`src/rtl/uart9_pkg.sv`:
```
package uart9_pkg;
  typedef enum logic {RX_IDLE = 1'b0, RX_RUN = 1'b1} rx_state_e;

  function automatic logic maj3(input logic a, input logic b, input logic c);
    return (a & b) | (a & c) | (b & c);
  endfunction
endpackage

```
`src/rtl/uart9_tx.sv`:
```
module uart9_tx #(
  parameter int DW  = 8,
  parameter int OVS = 16
) (
  input  logic          clk,
  input  logic          rst,
  input  logic          tick_i,
  input  logic          nine_i,
  input  logic          wr_i,
  input  logic [DW-1:0] wr_data_i,
  input  logic          b8_i,
  output logic          txd_o,
  output logic          empty_o,
  output logic          done_o
);
  localparam int SW = DW + 2;              // stop, bit8 slot, data
  localparam int TW = $clog2(OVS);
  localparam int IW = $clog2(DW + 4);
  localparam logic [IW-1:0] LEN9  = IW'(DW + 3);
  localparam logic [IW-1:0] LEN8  = IW'(DW + 2);
  localparam logic [IW-1:0] ONE   = IW'(1);
  localparam logic [TW-1:0] TLAST = TW'(OVS - 1);

  logic [DW-1:0] hold_data;
  logic          hold_b8;
  logic          hold_full;
  logic          busy;
  logic [SW-1:0] sh;
  logic [IW-1:0] bits_left;
  logic [TW-1:0] tcnt;
  logic          txd_q;

  always_ff @(posedge clk) begin
    if (rst) begin
      hold_data <= '0;
      hold_b8   <= 1'b0;
      hold_full <= 1'b0;
      busy      <= 1'b0;
      sh        <= '1;
      bits_left <= '0;
      tcnt      <= '0;
      txd_q     <= 1'b1;
    end else begin
      if (wr_i && !hold_full) begin
        hold_data <= wr_data_i;
        hold_b8   <= b8_i;
        hold_full <= 1'b1;
      end
      if (!busy && hold_full) begin
        busy      <= 1'b1;
        hold_full <= 1'b0;
        sh        <= {1'b1, (nine_i ? hold_b8 : 1'b1), hold_data};
        bits_left <= nine_i ? LEN9 : LEN8;
        tcnt      <= '0;
        txd_q     <= 1'b0;
      end else if (busy && tick_i) begin
        if (tcnt == TLAST) begin
          tcnt <= '0;
          if (bits_left == ONE) begin
            busy  <= 1'b0;
            txd_q <= 1'b1;
          end else begin
            txd_q     <= sh[0];
            sh        <= {1'b1, sh[SW-1:1]};
            bits_left <= bits_left - ONE;
          end
        end else begin
          tcnt <= tcnt + TW'(1);
        end
      end
    end
  end

  assign txd_o   = txd_q;
  assign empty_o = !hold_full;
  assign done_o  = !hold_full && !busy;

  p_load_follows_r4: assert property (@(posedge clk) disable iff (rst)
    (!busy && hold_full) |=> busy);
  p_full_write_dropped_r4: assert property (@(posedge clk) disable iff (rst)
    (wr_i && hold_full) |=> $stable(hold_data));
  p_line_high_between_r2: assert property (@(posedge clk) disable iff (rst)
    !busy |-> txd_q);
endmodule

```
`src/rtl/uart9_rx_deframe.sv`:
```
module uart9_rx_deframe
  import uart9_pkg::*;
#(
  parameter int DW  = 8,
  parameter int OVS = 16
) (
  input  logic          clk,
  input  logic          rst,
  input  logic          tick_i,
  input  logic          rxd_i,
  input  logic          nine_i,
  input  logic          idle_clr_i,
  output logic          fd_o,
  output logic [DW-1:0] fd_data_o,
  output logic          fd_b8_o,
  output logic          fd_stop_o,
  output logic          fd_msb_o,
  output logic          start_o,
  output logic          idle_evt_o
);
  localparam int TW  = $clog2(OVS);
  localparam int IW  = $clog2(DW + 3);
  localparam int MID = OVS / 2;
  localparam int CW  = $clog2((DW + 3) * OVS + 1);
  localparam logic [TW-1:0] T_A   = TW'(MID - 1);
  localparam logic [TW-1:0] T_B   = TW'(MID);
  localparam logic [TW-1:0] T_C   = TW'(MID + 1);
  localparam logic [TW-1:0] TLAST = TW'(OVS - 1);
  localparam logic [IW-1:0] STOP8 = IW'(DW + 1);
  localparam logic [IW-1:0] STOP9 = IW'(DW + 2);
  localparam logic [CW-1:0] ILIM8 = CW'((DW + 2) * OVS);
  localparam logic [CW-1:0] ILIM9 = CW'((DW + 3) * OVS);

  logic          rx_m, rx_s;
  rx_state_e     st;
  logic [IW-1:0] idx;
  logic [TW-1:0] tcnt;
  logic          s_a, s_b;
  logic [DW:0]   sh;
  logic [CW-1:0] icnt;
  logic          vote;
  logic [DW-1:0] data_w;
  logic          b8_w;
  logic [IW-1:0] stop_idx;
  logic [CW-1:0] ilim;

  assign vote     = maj3(s_a, s_b, rx_s);
  assign data_w   = nine_i ? sh[DW-1:0] : sh[DW:1];
  assign b8_w     = nine_i ? sh[DW] : 1'b0;
  assign stop_idx = nine_i ? STOP9 : STOP8;
  assign ilim     = nine_i ? ILIM9 : ILIM8;

  always_ff @(posedge clk) begin
    if (rst) begin
      rx_m <= 1'b1;
      rx_s <= 1'b1;
    end else begin
      rx_m <= rxd_i;
      rx_s <= rx_m;
    end
  end

  always_ff @(posedge clk) begin
    if (rst) begin
      st        <= RX_IDLE;
      idx       <= '0;
      tcnt      <= '0;
      s_a       <= 1'b1;
      s_b       <= 1'b1;
      sh        <= '0;
      fd_o      <= 1'b0;
      fd_data_o <= '0;
      fd_b8_o   <= 1'b0;
      fd_stop_o <= 1'b1;
      fd_msb_o  <= 1'b0;
      start_o   <= 1'b0;
    end else begin
      fd_o    <= 1'b0;
      start_o <= 1'b0;
      if (tick_i) begin
        if (st == RX_IDLE) begin
          if (!rx_s) begin
            st      <= RX_RUN;
            idx     <= '0;
            tcnt    <= TW'(1);
            start_o <= 1'b1;
          end
        end else begin
          if (tcnt == T_A) s_a <= rx_s;
          if (tcnt == T_B) s_b <= rx_s;
          if (tcnt == T_C) begin
            if (idx == '0) begin
              if (vote) st <= RX_IDLE;
            end else if (idx == stop_idx) begin
              st        <= RX_IDLE;
              fd_o      <= 1'b1;
              fd_data_o <= data_w;
              fd_b8_o   <= b8_w;
              fd_stop_o <= vote;
              fd_msb_o  <= nine_i ? b8_w : data_w[DW-1];
            end else begin
              sh <= {vote, sh[DW:1]};
            end
          end
          if (tcnt == TLAST) begin
            tcnt <= '0;
            idx  <= idx + IW'(1);
          end else begin
            tcnt <= tcnt + TW'(1);
          end
        end
      end
    end
  end

  // Idle-line counter: ticks of continuous 1 while no frame is in progress.
  always_ff @(posedge clk) begin
    if (rst) begin
      icnt       <= '0;
      idle_evt_o <= 1'b0;
    end else begin
      idle_evt_o <= 1'b0;
      if (idle_clr_i) begin
        icnt <= '0;
      end else if (tick_i) begin
        if (st != RX_IDLE || !rx_s) begin
          icnt <= '0;
        end else if (icnt != ilim) begin
          icnt <= icnt + CW'(1);
          if (icnt == ilim - CW'(1)) idle_evt_o <= 1'b1;
        end
      end
    end
  end

  p_start_seen_low_r11: assert property (@(posedge clk) disable iff (rst)
    start_o |-> !$past(rx_s));
  p_idle_only_when_quiet_r9: assert property (@(posedge clk) disable iff (rst)
    idle_evt_o |-> (st == RX_IDLE));
  p_frame_pulse_single_r5: assert property (@(posedge clk) disable iff (rst)
    fd_o |=> !fd_o);
endmodule

```
`src/rtl/uart9_rx_buf.sv`:
```
module uart9_rx_buf #(
  parameter int DW = 8
) (
  input  logic          clk,
  input  logic          rst,
  input  logic          acc_i,
  input  logic [DW-1:0] data_i,
  input  logic          b8_i,
  input  logic          stop_i,
  input  logic          rd_i,
  input  logic          start_i,
  input  logic          idle_i,
  input  logic          asleep_i,
  output logic [DW-1:0] rd_data_o,
  output logic          b8_o,
  output logic          full_o,
  output logic          ovr_o,
  output logic          ferr_o,
  output logic          idle_o
);
  logic armed;

  always_ff @(posedge clk) begin
    if (rst) begin
      rd_data_o <= '0;
      b8_o      <= 1'b0;
      full_o    <= 1'b0;
      ovr_o     <= 1'b0;
      ferr_o    <= 1'b0;
      idle_o    <= 1'b0;
      armed     <= 1'b0;
    end else begin
      if (rd_i) begin
        full_o <= 1'b0;
        ovr_o  <= 1'b0;
        ferr_o <= 1'b0;
      end
      if (acc_i) begin
        armed <= 1'b1;
        if (full_o && !rd_i) begin
          ovr_o <= 1'b1;
        end else begin
          rd_data_o <= data_i;
          b8_o      <= b8_i;
          full_o    <= 1'b1;
          ferr_o    <= !stop_i;
        end
      end
      if (start_i) begin
        idle_o <= 1'b0;
      end else if (idle_i && armed && !asleep_i) begin
        idle_o <= 1'b1;
        armed  <= 1'b0;
      end
    end
  end

  p_overrun_needs_full_r6: assert property (@(posedge clk) disable iff (rst)
    $rose(ovr_o) |-> $past(full_o));
  p_overrun_keeps_data_r6: assert property (@(posedge clk) disable iff (rst)
    (acc_i && full_o && !rd_i) |=> $stable(rd_data_o));
  p_read_clears_r5: assert property (@(posedge clk) disable iff (rst)
    (rd_i && !acc_i) |=> (!full_o && !ovr_o && !ferr_o));
endmodule

```
`src/rtl/uart9_wakeup.sv`:
```
module uart9_wakeup (
  input  logic clk,
  input  logic rst,
  input  logic sleep_req_i,
  input  logic wake_addr_i,
  input  logic fd_i,
  input  logic msb_i,
  input  logic idle_i,
  output logic asleep_o,
  output logic acc_o
);
  logic wake_hit;

  assign wake_hit = wake_addr_i ? (fd_i && msb_i) : idle_i;
  assign acc_o    = fd_i && (!asleep_o || (wake_addr_i && msb_i));

  always_ff @(posedge clk) begin
    if (rst)                      asleep_o <= 1'b0;
    else if (sleep_req_i)         asleep_o <= 1'b1;
    else if (asleep_o && wake_hit) asleep_o <= 1'b0;
  end

  p_wake_cause_r8: assert property (@(posedge clk) disable iff (rst)
    $fell(asleep_o) |-> $past(wake_addr_i ? (fd_i && msb_i) : idle_i));
  p_sleep_on_request_r9: assert property (@(posedge clk) disable iff (rst)
    sleep_req_i |=> asleep_o);
endmodule

```
`src/rtl/uart9_wake.sv`:
```
module uart9_wake #(
  parameter int DW  = 8,
  parameter int OVS = 16
) (
  input  logic          clk,
  input  logic          rst,
  input  logic          baud16_tick,
  input  logic          rxd,
  output logic          txd,
  input  logic          data_wr,
  input  logic          data_rd,
  input  logic [DW-1:0] wr_data,
  output logic [DW-1:0] rd_data,
  input  logic          cfg_nine,
  input  logic          cfg_wake_addr,
  input  logic          tx_bit8,
  output logic          rx_bit8,
  input  logic          sleep_req,
  output logic          rx_asleep,
  output logic          tx_empty,
  output logic          tx_done,
  output logic          rx_full,
  output logic          rx_overrun,
  output logic          rx_frame_err,
  output logic          rx_idle
);
  logic          fd, fd_b8, fd_stop, fd_msb, start_evt, idle_evt, acc;
  logic [DW-1:0] fd_data;

  uart9_tx #(.DW(DW), .OVS(OVS)) u_tx (
    .clk(clk), .rst(rst), .tick_i(baud16_tick), .nine_i(cfg_nine),
    .wr_i(data_wr), .wr_data_i(wr_data), .b8_i(tx_bit8),
    .txd_o(txd), .empty_o(tx_empty), .done_o(tx_done)
  );

  uart9_rx_deframe #(.DW(DW), .OVS(OVS)) u_deframe (
    .clk(clk), .rst(rst), .tick_i(baud16_tick), .rxd_i(rxd),
    .nine_i(cfg_nine), .idle_clr_i(sleep_req),
    .fd_o(fd), .fd_data_o(fd_data), .fd_b8_o(fd_b8), .fd_stop_o(fd_stop),
    .fd_msb_o(fd_msb), .start_o(start_evt), .idle_evt_o(idle_evt)
  );

  uart9_wakeup u_wakeup (
    .clk(clk), .rst(rst), .sleep_req_i(sleep_req), .wake_addr_i(cfg_wake_addr),
    .fd_i(fd), .msb_i(fd_msb), .idle_i(idle_evt),
    .asleep_o(rx_asleep), .acc_o(acc)
  );

  uart9_rx_buf #(.DW(DW)) u_buf (
    .clk(clk), .rst(rst), .acc_i(acc), .data_i(fd_data), .b8_i(fd_b8),
    .stop_i(fd_stop), .rd_i(data_rd), .start_i(start_evt), .idle_i(idle_evt),
    .asleep_i(rx_asleep), .rd_data_o(rd_data), .b8_o(rx_bit8),
    .full_o(rx_full), .ovr_o(rx_overrun), .ferr_o(rx_frame_err), .idle_o(rx_idle)
  );

  p_asleep_discards_r8: assert property (@(posedge clk) disable iff (rst)
    (rx_asleep && fd && !(cfg_wake_addr && fd_msb) && !data_rd) |=> $stable(rx_full));
endmodule

```
`config.mk`:
```
export PLATFORM = sky130hd
export DESIGN_NAME = uart9_wake
export DESIGN_NICKNAME = d
export VERILOG_FILES = /design/src/rtl/uart9_pkg.sv /design/src/rtl/uart9_tx.sv /design/src/rtl/uart9_rx_deframe.sv /design/src/rtl/uart9_rx_buf.sv /design/src/rtl/uart9_wakeup.sv /design/src/rtl/uart9_wake.sv
export SDC_FILE = /design/constraint.sdc
export NUM_CORES = 1
export LEC_CHECK = 0
export ABC_AREA = 1
export BUFFER_PORTS_ARGS = -buffer_cell sky130_fd_sc_hd__buf_4
export CORE_ASPECT_RATIO = 0.8
export CORE_MARGIN = 8
export CORE_UTILIZATION = 40
export CTS_CLUSTER_DIAMETER = 120
export DETAILED_ROUTE_END_ITERATION = 16
export PLACE_DENSITY = 0.57
export SYNTH_ARGS = -nofsm -noshare
export SYNTH_HDL_FRONTEND = slang
export SYNTH_SLANG_ARGS = --single-unit
```
`constraint.sdc`:
```
create_clock -name clk -period 1.3 [get_ports clk]
set_input_delay 0 -clock clk [delete_from_list [all_inputs] [get_ports clk]]
set_output_delay 0 -clock clk [all_outputs]
set_load 0.005 [all_outputs]
```
==> results.json, run 1 <==
{
  "status": "finished with violations",
  "violations": "setup timing",
  "die_area_sq_um": 13400,
  "synth_xor_area_frac": 0.00881,
  "synth-main-ff-cell": "dfxtp_1",
  "insertion_delay_ns": 0.34,
  "drv_cap": 0,
  "setup_viol": 19,
  "routed_via_density": 4.81,
  "ir_worst_vdd_mv": 0.598,
  "cpMaxStageDelayCell": "dfxtp_2",
  "ys_seq_elements": 88,
  "htreeDepth": 3,
  "antenna_found_initial": 0,
  "critPathBufInv": 2,
  "yosysTopAreaCellShare": 0.443,
  "io_buffers": 34,
  "wl_per_cell_um": 12.7,
  "synth_compound_area_frac": 0.170,
  "worstPathRequired_ns": 1.58,
  "clkTransAtPathRegs_ns": 0.06,
  "critPathArrivalTime_ns": 1.63,
  "fmax_mhz": 739,
  "holdWs_ns": 0.108,
  "drt_iter0_drc": 232,
  "crit_top_cell": "nor2_4",
  "synthArstFlopShare": 0,
  "yosysWarnings": 0,
  "regArea_sq_um": 1780,
  "ys_seq_area_frac": 0.443,
  "hpwl_um": 6650,
  "design_area_sq_um": 5700,
  "cts_buffer_depth": 2,
  "p_leak_nw": 2.36,
  "hp-class": "in -> reg",
  "yosys-top-cells-area": "dfxtp_1 44%, nand2_1 8.6%, o21ai_0 7.3%",
  "slew_violations": 0,
  "min_period_over_period": 1.04,
  "drive_gt1_frac": 0.353,
  "antenna_cells": 0,
  "fill_cells": 841,
  "setup_ws_ns": -0.0528,
  "core-area_sq_um": 9650,
  "final_nets": 677,
  "num_vias": 3803,
  "drc": 0,
  "cts_tree": "built",
  "cts.sinks": 88,
  "rsz0062_at_grt": "true",
  "hold_viol_final": 0,
  "grt-ovfl-total": 0,
  "pre_cts_ws_ns": -0.112,
  "grt_pass1_vias": 3660,
  "ys_types": 31,
  "final_cells": 790,
  "row_count": 32,
  "cp_top_family": "simple AND/OR/NAND/NOR gates",
  "synth_edf_count": 0,
  "grt_max_degree": 37,
  "slew_headroom": 0.751,
  "placedCellCount": 747,
  "ant_nets": 0,
  "syn_nets": 568,
  "ios": 35,
  "die_x_um": 127,
  "yosysMostFrequentCell": "nand2_1",
  "grt_pass1_wl_um": 16500,
  "cp-end-kind": "register",
  "worst_pin_slew_ns": 0.374,
  "post-route-min-period_ns": 1.35,
  "gp_congestion": 0.866,
  "skew_ns": 0.00311,
  "synthMuxAreaShare": 0,
  "numCtsBuffers": 9,
  "synthCells": 540,
  "placed_area_sq_um": 4750,
  "synth-simple-area-share": 0.247,
  "synth_area_sq_um": 3980,
  "firstDrtPassIters": 4,
  "start_util": 0.412,
  "avgSynthCellArea_sq_um": 7.37,
  "critPathKind": "reg -> reg",
  "synth_fa_ha_area_frac": 0.0315,
  "routed_wl_um": 10100,
  "synth_top_family_by_area": "simple AND/OR/NAND/NOR gates",
  "fp.dieH_um": 105,
  "crit_path_cell_trace": "inv_2 > ha_4 > nand3_4 > nor2_4 > nand2_4 > nor2_4 > buf_6 > nand3_2 > a21oi_2",
  "multi_input_area_sq_um": 2190,
  "fin_setup_tns_ns": -0.364,
  "grtUsageTotal": 0.149,
  "powerDensity_nw_per_um2": 1090,
  "cp-start-kind": "register",
  "clock-root-buffer": "clkbuf_16",
  "synth_area_leader_cell": "dfxtp_1",
  "slowest_delay_ns": 0.32,
  "worst-path-max-fanout": 5,
  "area_growth_pct": 43.2,
  "yosys-top-cells-count": "91 x nand2_1, 88 x dfxtp_1, 65 x nor2_1, 63 x inv_1, 58 x o21ai_0"
}
-- report_power, final --
| part | internal, mW | leakage (nW) | total, mW | switching (mW) |
|---|---|---|---|---|
| combinational | 0.300 | 1.49 | 0.648 | 0.348 |
| sequential | 2.77 | 0.719 | 2.82 | 0.0472 |
| clock | 1.68 | 0.156 | 2.73 | 1.05 |
-- logic make-up after synthesis --
kind of cell / after synthesis
buf+inv: 90
simple gates: 224
flops: 88
xor+xnor: 4
compound gates: 124
fa+ha+maj: 10
-- worst min-delay path: cells and delay by family --
family          cells  cell delay (ns)
buf+inv             1             0.15
simple gates        3             0.19
compound gates      1             0.07
-- metrics by stage --
step	power, mW	utilization
detailed placement	3.38	0.493
global placement	3.38	0.493
finish	6.19	0.590
floorplan	3.17	-
CTS	6.20	0.557
global route	6.46	0.590
-- final timing paths --
| kind | end | slack (ns) | from | depth (start not counted) |
|---|---|---|---|---|
| setup / recovery | u_deframe.fd_b8_o | -0.05 | u_deframe.tcnt[1] | 9 |
| hold reg to reg | u_deframe.rx_s | 0.41 | u_deframe.rx_m | 1 |
| hold / removal | u_deframe.fd_data_o[2] | 0.11 | cfg_nine | 5 |
| setup reg to reg | u_deframe.fd_b8_o | -0.05 | u_deframe.tcnt[1] | 9 |
-- cell usage in the layout (no fill, tap or decap), types with 8 or more instances in the layout --
master,n
dlygate4sd3_1,15
o211ai_1,10
buf_4,93
a21oi_1,38
nand3_1,20
nand2_2,9
inv_2,9
o21ai_1,12
nand2_1,79
buf_6,9
nand2_4,9
o21ai_0,38
dfxtp_2,10
inv_1,54
dfxtp_1,76
nor2_1,56
or2_2,12
clkbuf_16,9
a21oi_2,8
nand3_2,13
-- what timing repair did --
action	CTS	global route
hold buffers	15	0
cloned	2	1
buffers inserted	2	7
pin swaps	24	22
endpoints found under the setup margin	45	68
resized for setup	42	87
hold endpoints to repair	15	0
-- final cells by class --
class	count	share of cell area
tap	136	0.0299
timing repair buffer	118	0.170
clock inverter	6	0.0147
sequential	88	0.313
multi-input combinational	363	0.384
clock buffer	10	0.0402
inverter	69	0.0483
-- routing by layer --
| layer | up-vias | track usage | share of wire |
|---|---|---|---|
| met3 | 6 | 0.0493 | 0.050 |
| met2 | 72 | 0.239 | 0.47 |
| met1 | 1764 | 0.188 | 0.47 |
| li1 | 1961 | - | - |
| met4 | 0 | 0.0331 | 0.0084 |
| met5 | - | 0 | 0 |
-- sequential cells by signal, indices dropped and copies added, names as in the netlist, 4 cells and up --
signal,flops
u_deframe.sh,9
u_tx.sh,9
u_buf.rd_data_o,8
u_deframe.fd_data_o,8
u_deframe.icnt,8
u_tx.hold_data,8
u_deframe.idx,4
u_deframe.tcnt,4
u_tx.bits_left,4
u_tx.tcnt,4
No activity file was read; power rests on OpenSTA's default activity.
==> run 2, diff against run 1 <==
--- a/config.mk
+++ b/config.mk
@@ -15,4 +15,6 @@
 export PLACE_DENSITY = 0.57
 export SYNTH_ARGS = -nofsm -noshare
 export SYNTH_HDL_FRONTEND = slang
+export SYNTH_HIERARCHICAL = 1
 export SYNTH_SLANG_ARGS = --single-unit
+export TNS_END_PERCENT = 1
==> run 2 against run 1 <==
Effect of this change:
- the flow still finishes with violations (setup timing)
- via count grew 4.4%
- power shrank 3.5%
- setup slack lost 0.042 ns
- wire length shrank 0.75%
- critical path type unchanged
- largest power group unchanged
==> results.json, run 2 <==
{
  "fin_setup_tns_ns": -1.36,
  "fp.dieH_um": 108,
  "grt_pass1_vias": 3818,
  "fmax_mhz": 717,
  "placed_area_sq_um": 4880,
  "powerDensity_nw_per_um2": 1050,
  "area_growth_pct": 35.1,
  "die_area_sq_um": 14100,
  "slew_violations": 0,
  "ios": 35,
  "io_buffers": 34,
  "ys_seq_area_frac": 0.417,
  "cpMaxStageDelayCell": "dfxtp_2",
  "slew_headroom": 0.748,
  "drive_gt1_frac": 0.271,
  "yosys-top-cells-count": "150 x nand2_1, 101 x nor2_1, 88 x dfxtp_1, 62 x inv_1, 43 x nand3_1",
  "p_sw_frac": 0.228,
  "fill_cells": 973,
  "synthCells": 607,
  "setup_ws_ns": -0.0951,
  "critPathKind": "reg -> reg",
  "rr_worst_depth": 9,
  "post-route-min-period_ns": 1.40,
  "htreeDepth": 3,
  "cts_buffer_depth": 2,
  "r2r-end": "u_deframe/sh[5]",
  "drv_cap": 0,
  "firstDrtPassIters": 4,
  "grtUsageTotal": 0.149,
  "cp_top_family": "simple AND/OR/NAND/NOR gates",
  "yosysTopAreaCellShare": 0.417,
  "grt-ovfl-total": 0,
  "synthArstFlopShare": 0,
  "drc": 0,
  "ys_seq_elements": 88,
  "yosysWarnings": 6,
  "ys_types": 33,
  "status": "finished with violations",
  "final_nets": 729,
  "wl_per_cell_um": 11.8,
  "intPower_mw": 4.61,
  "hpwl_um": 6880,
  "synth-main-ff-cell": "dfxtp_1",
  "syn_nets": 635,
  "cts.sinks": 88,
  "skew_ns": 0.00296,
  "synth_edf_count": 0,
  "crit_path_cell_trace": "inv_2 > ha_4 > nand2_4 > nor2_4 > nor3_4 > buf_12 > nand2_8 > o21ai_1 > nor2_1",
  "clock-root-buffer": "clkbuf_16",
  "cp-end-kind": "register",
  "design_area_sq_um": 5700,
  "crit-reg2reg-launch": "u_deframe/idx[1]",
  "synth_area_leader_cell": "dfxtp_1",
  "rrSetupSlack_ns": -0.1,
  "hold_viol_final": 0,
  "avgSynthCellArea_sq_um": 6.96,
  "rsz0062_at_grt": "true",
  "clkTransAtPathRegs_ns": 0.06,
  "min_period_over_period": 1.07,
  "setup_viol": 21,
  "worstPathRequired_ns": 1.53,
  "routed_via_density": 4.70,
  "worst-path-max-fanout": 6,
  "antenna_found_initial": 0,
  "violations": "setup timing",
  "p_clk_frac": 0.428,
  "cts_tree": "built",
  "num_vias": 3969,
  "power_frac_seq": 0.470,
  "worst_pin_slew_ns": 0.377,
  "start_util": 0.411,
  "hp-class": "in -> reg",
  "top_regs": "u_deframe/sh (9), u_tx/sh (9)",
  "row_count": 33,
  "holdPathEnd": "u_deframe/icnt[4]",
  "yosys-top-cells-area": "dfxtp_1 42%, nand2_1 13%, nor2_1 9.0%",
  "grt_pass1_wl_um": 17100,
  "antenna_cells": 0,
  "die_x_um": 131,
  "drt_iter0_drc": 169,
  "numCtsBuffers": 9,
  "final_common_cell": "nand2_1",
  "comb_power_share": 0.102,
  "holdPathStages": 3,
  "p_switching_mw": 1.36,
  "synth_area_sq_um": 4220,
  "hold_start": "baud16_tick",
  "yosysMostFrequentCell": "nand2_1",
  "cp-start-kind": "register",
  "final_cell_mix": "141 x nand2_1, 90 x nor2_1, 79 x dfxtp_1",
  "slowest_delay_ns": 0.33,
  "ir_worst_vdd_mv": 0.755,
  "routed_wl_um": 9990,
  "ant_nets": 0,
  "critPathBufInv": 2,
  "gp_congestion": 0.852,
  "core-area_sq_um": 10300,
  "insertion_delay_ns": 0.33,
  "critPathArrivalTime_ns": 1.62,
  "grt_max_degree": 24,
  "p_leak_nw": 2.58
}
run 2: worst register-to-register path, stage by stage, from the launching register on:
cell     delay [ns]
dfxtp_2        0.33
inv_2          0.05
ha_4           0.16
nand2_4        0.06
nor2_4         0.05
nor3_4         0.22
buf_12         0.16
nand2_8        0.08
o21ai_1        0.13
nor2_1         0.05
run 2: how the worst max path moves through the flow:
| stage | from | end | slack (ns) | cells after the start |
|---|---|---|---|---|
| finish | u_deframe/idx[1] | u_deframe/sh[5] | -0.1 | 9 |
| global route | u_deframe/idx[1] | u_deframe/sh[3] | -0.16 | 9 |
| CTS | u_deframe/tcnt[1] | u_deframe/sh[3] | -0.03 | 8 |
| detailed placement | u_deframe/tcnt[0] | u_deframe/sh[3] | -0.13 | 7 |
| global placement | u_deframe/tcnt[0] | u_deframe/fd_b8_o | -0.08 | 7 |
| floorplan | u_deframe/idx[0] | u_deframe/fd_data_o[7] | -0.01 | 9 |
run 2: area by class of cell:
type / count / area, sq um / area share
clock buffers: 11 / 253 / 0.0443
clock inverters: 3 / 42.5 / 0.00746
inverters: 70 / 272 / 0.0476
multi-input cells: 431 / 2310 / 0.404
flip-flops and latches: 88 / 1770 / 0.311
well taps: 140 / 175 / 0.0307
repair buffers: 100 / 877 / 0.154
repair inverters: 1 / 6.26 / 0.00110
run 2: what timing repair did:
item / 4_1_cts / 5_1_grt
gates cloned: 4 / 0
hold endpoints to repair: 18 / 0
pin swaps: 16 / 23
buffers inserted: 8 / 1
setup endpoints to repair: 43 / 55
resized for setup: 48 / 46
hold buffers: 13 / 0
run 2: power groups by stage:
stage	sequential, mW	combinational [mW]	clock [mW]
floorplan	2.86	0.342	0
global placement	2.86	0.543	0
detailed placement	2.86	0.551	0
CTS	2.80	0.602	2.65
global route	2.82	0.696	2.75
finish	2.81	0.610	2.56
run 2: cells by family (layout without fill, tap and decap cells):
logic type,Yosys count,count (layout),synth area share
simple gates,330,333,0.344
buf+inv,91,185,0.0975
flops,88,88,0.417
compound gates,83,83,0.101
fa+ha+maj,11,11,0.0320
xor+xnor,4,4,0.00830
run 2: metrics by stage:
step | total power, mW | util | hold WS, ns | worst slack, ns | cells
3_3_place_gp | 3.40 | 0.474 | 0.193 | -0.0824 | 804
6_report | 5.98 | 0.555 | 0.0527 | -0.0951 | 844
3_5_place_dp | 3.41 | 0.474 | 0.199 | -0.132 | 804
2_1_floorplan | 3.20 | - | 0.0624 | -0.0147 | 607
5_1_grt | 6.27 | 0.555 | 0.0540 | -0.156 | 844
4_1_cts | 6.05 | 0.538 | 0.0370 | -0.0316 | 843
run 2: layer usage:
layer | vias to the layer above | share of wire | GRT usage | wire, um
li1 | 2112 | - | - | -
met1 | 1796 | 0.47 | 0.186 | 4740
met2 | 52 | 0.47 | 0.246 | 4720
met3 | 9 | 0.041 | 0.0421 | 408
met4 | 0 | 0.012 | 0.0401 | 119
met5 | - | 0 | 0 | 0
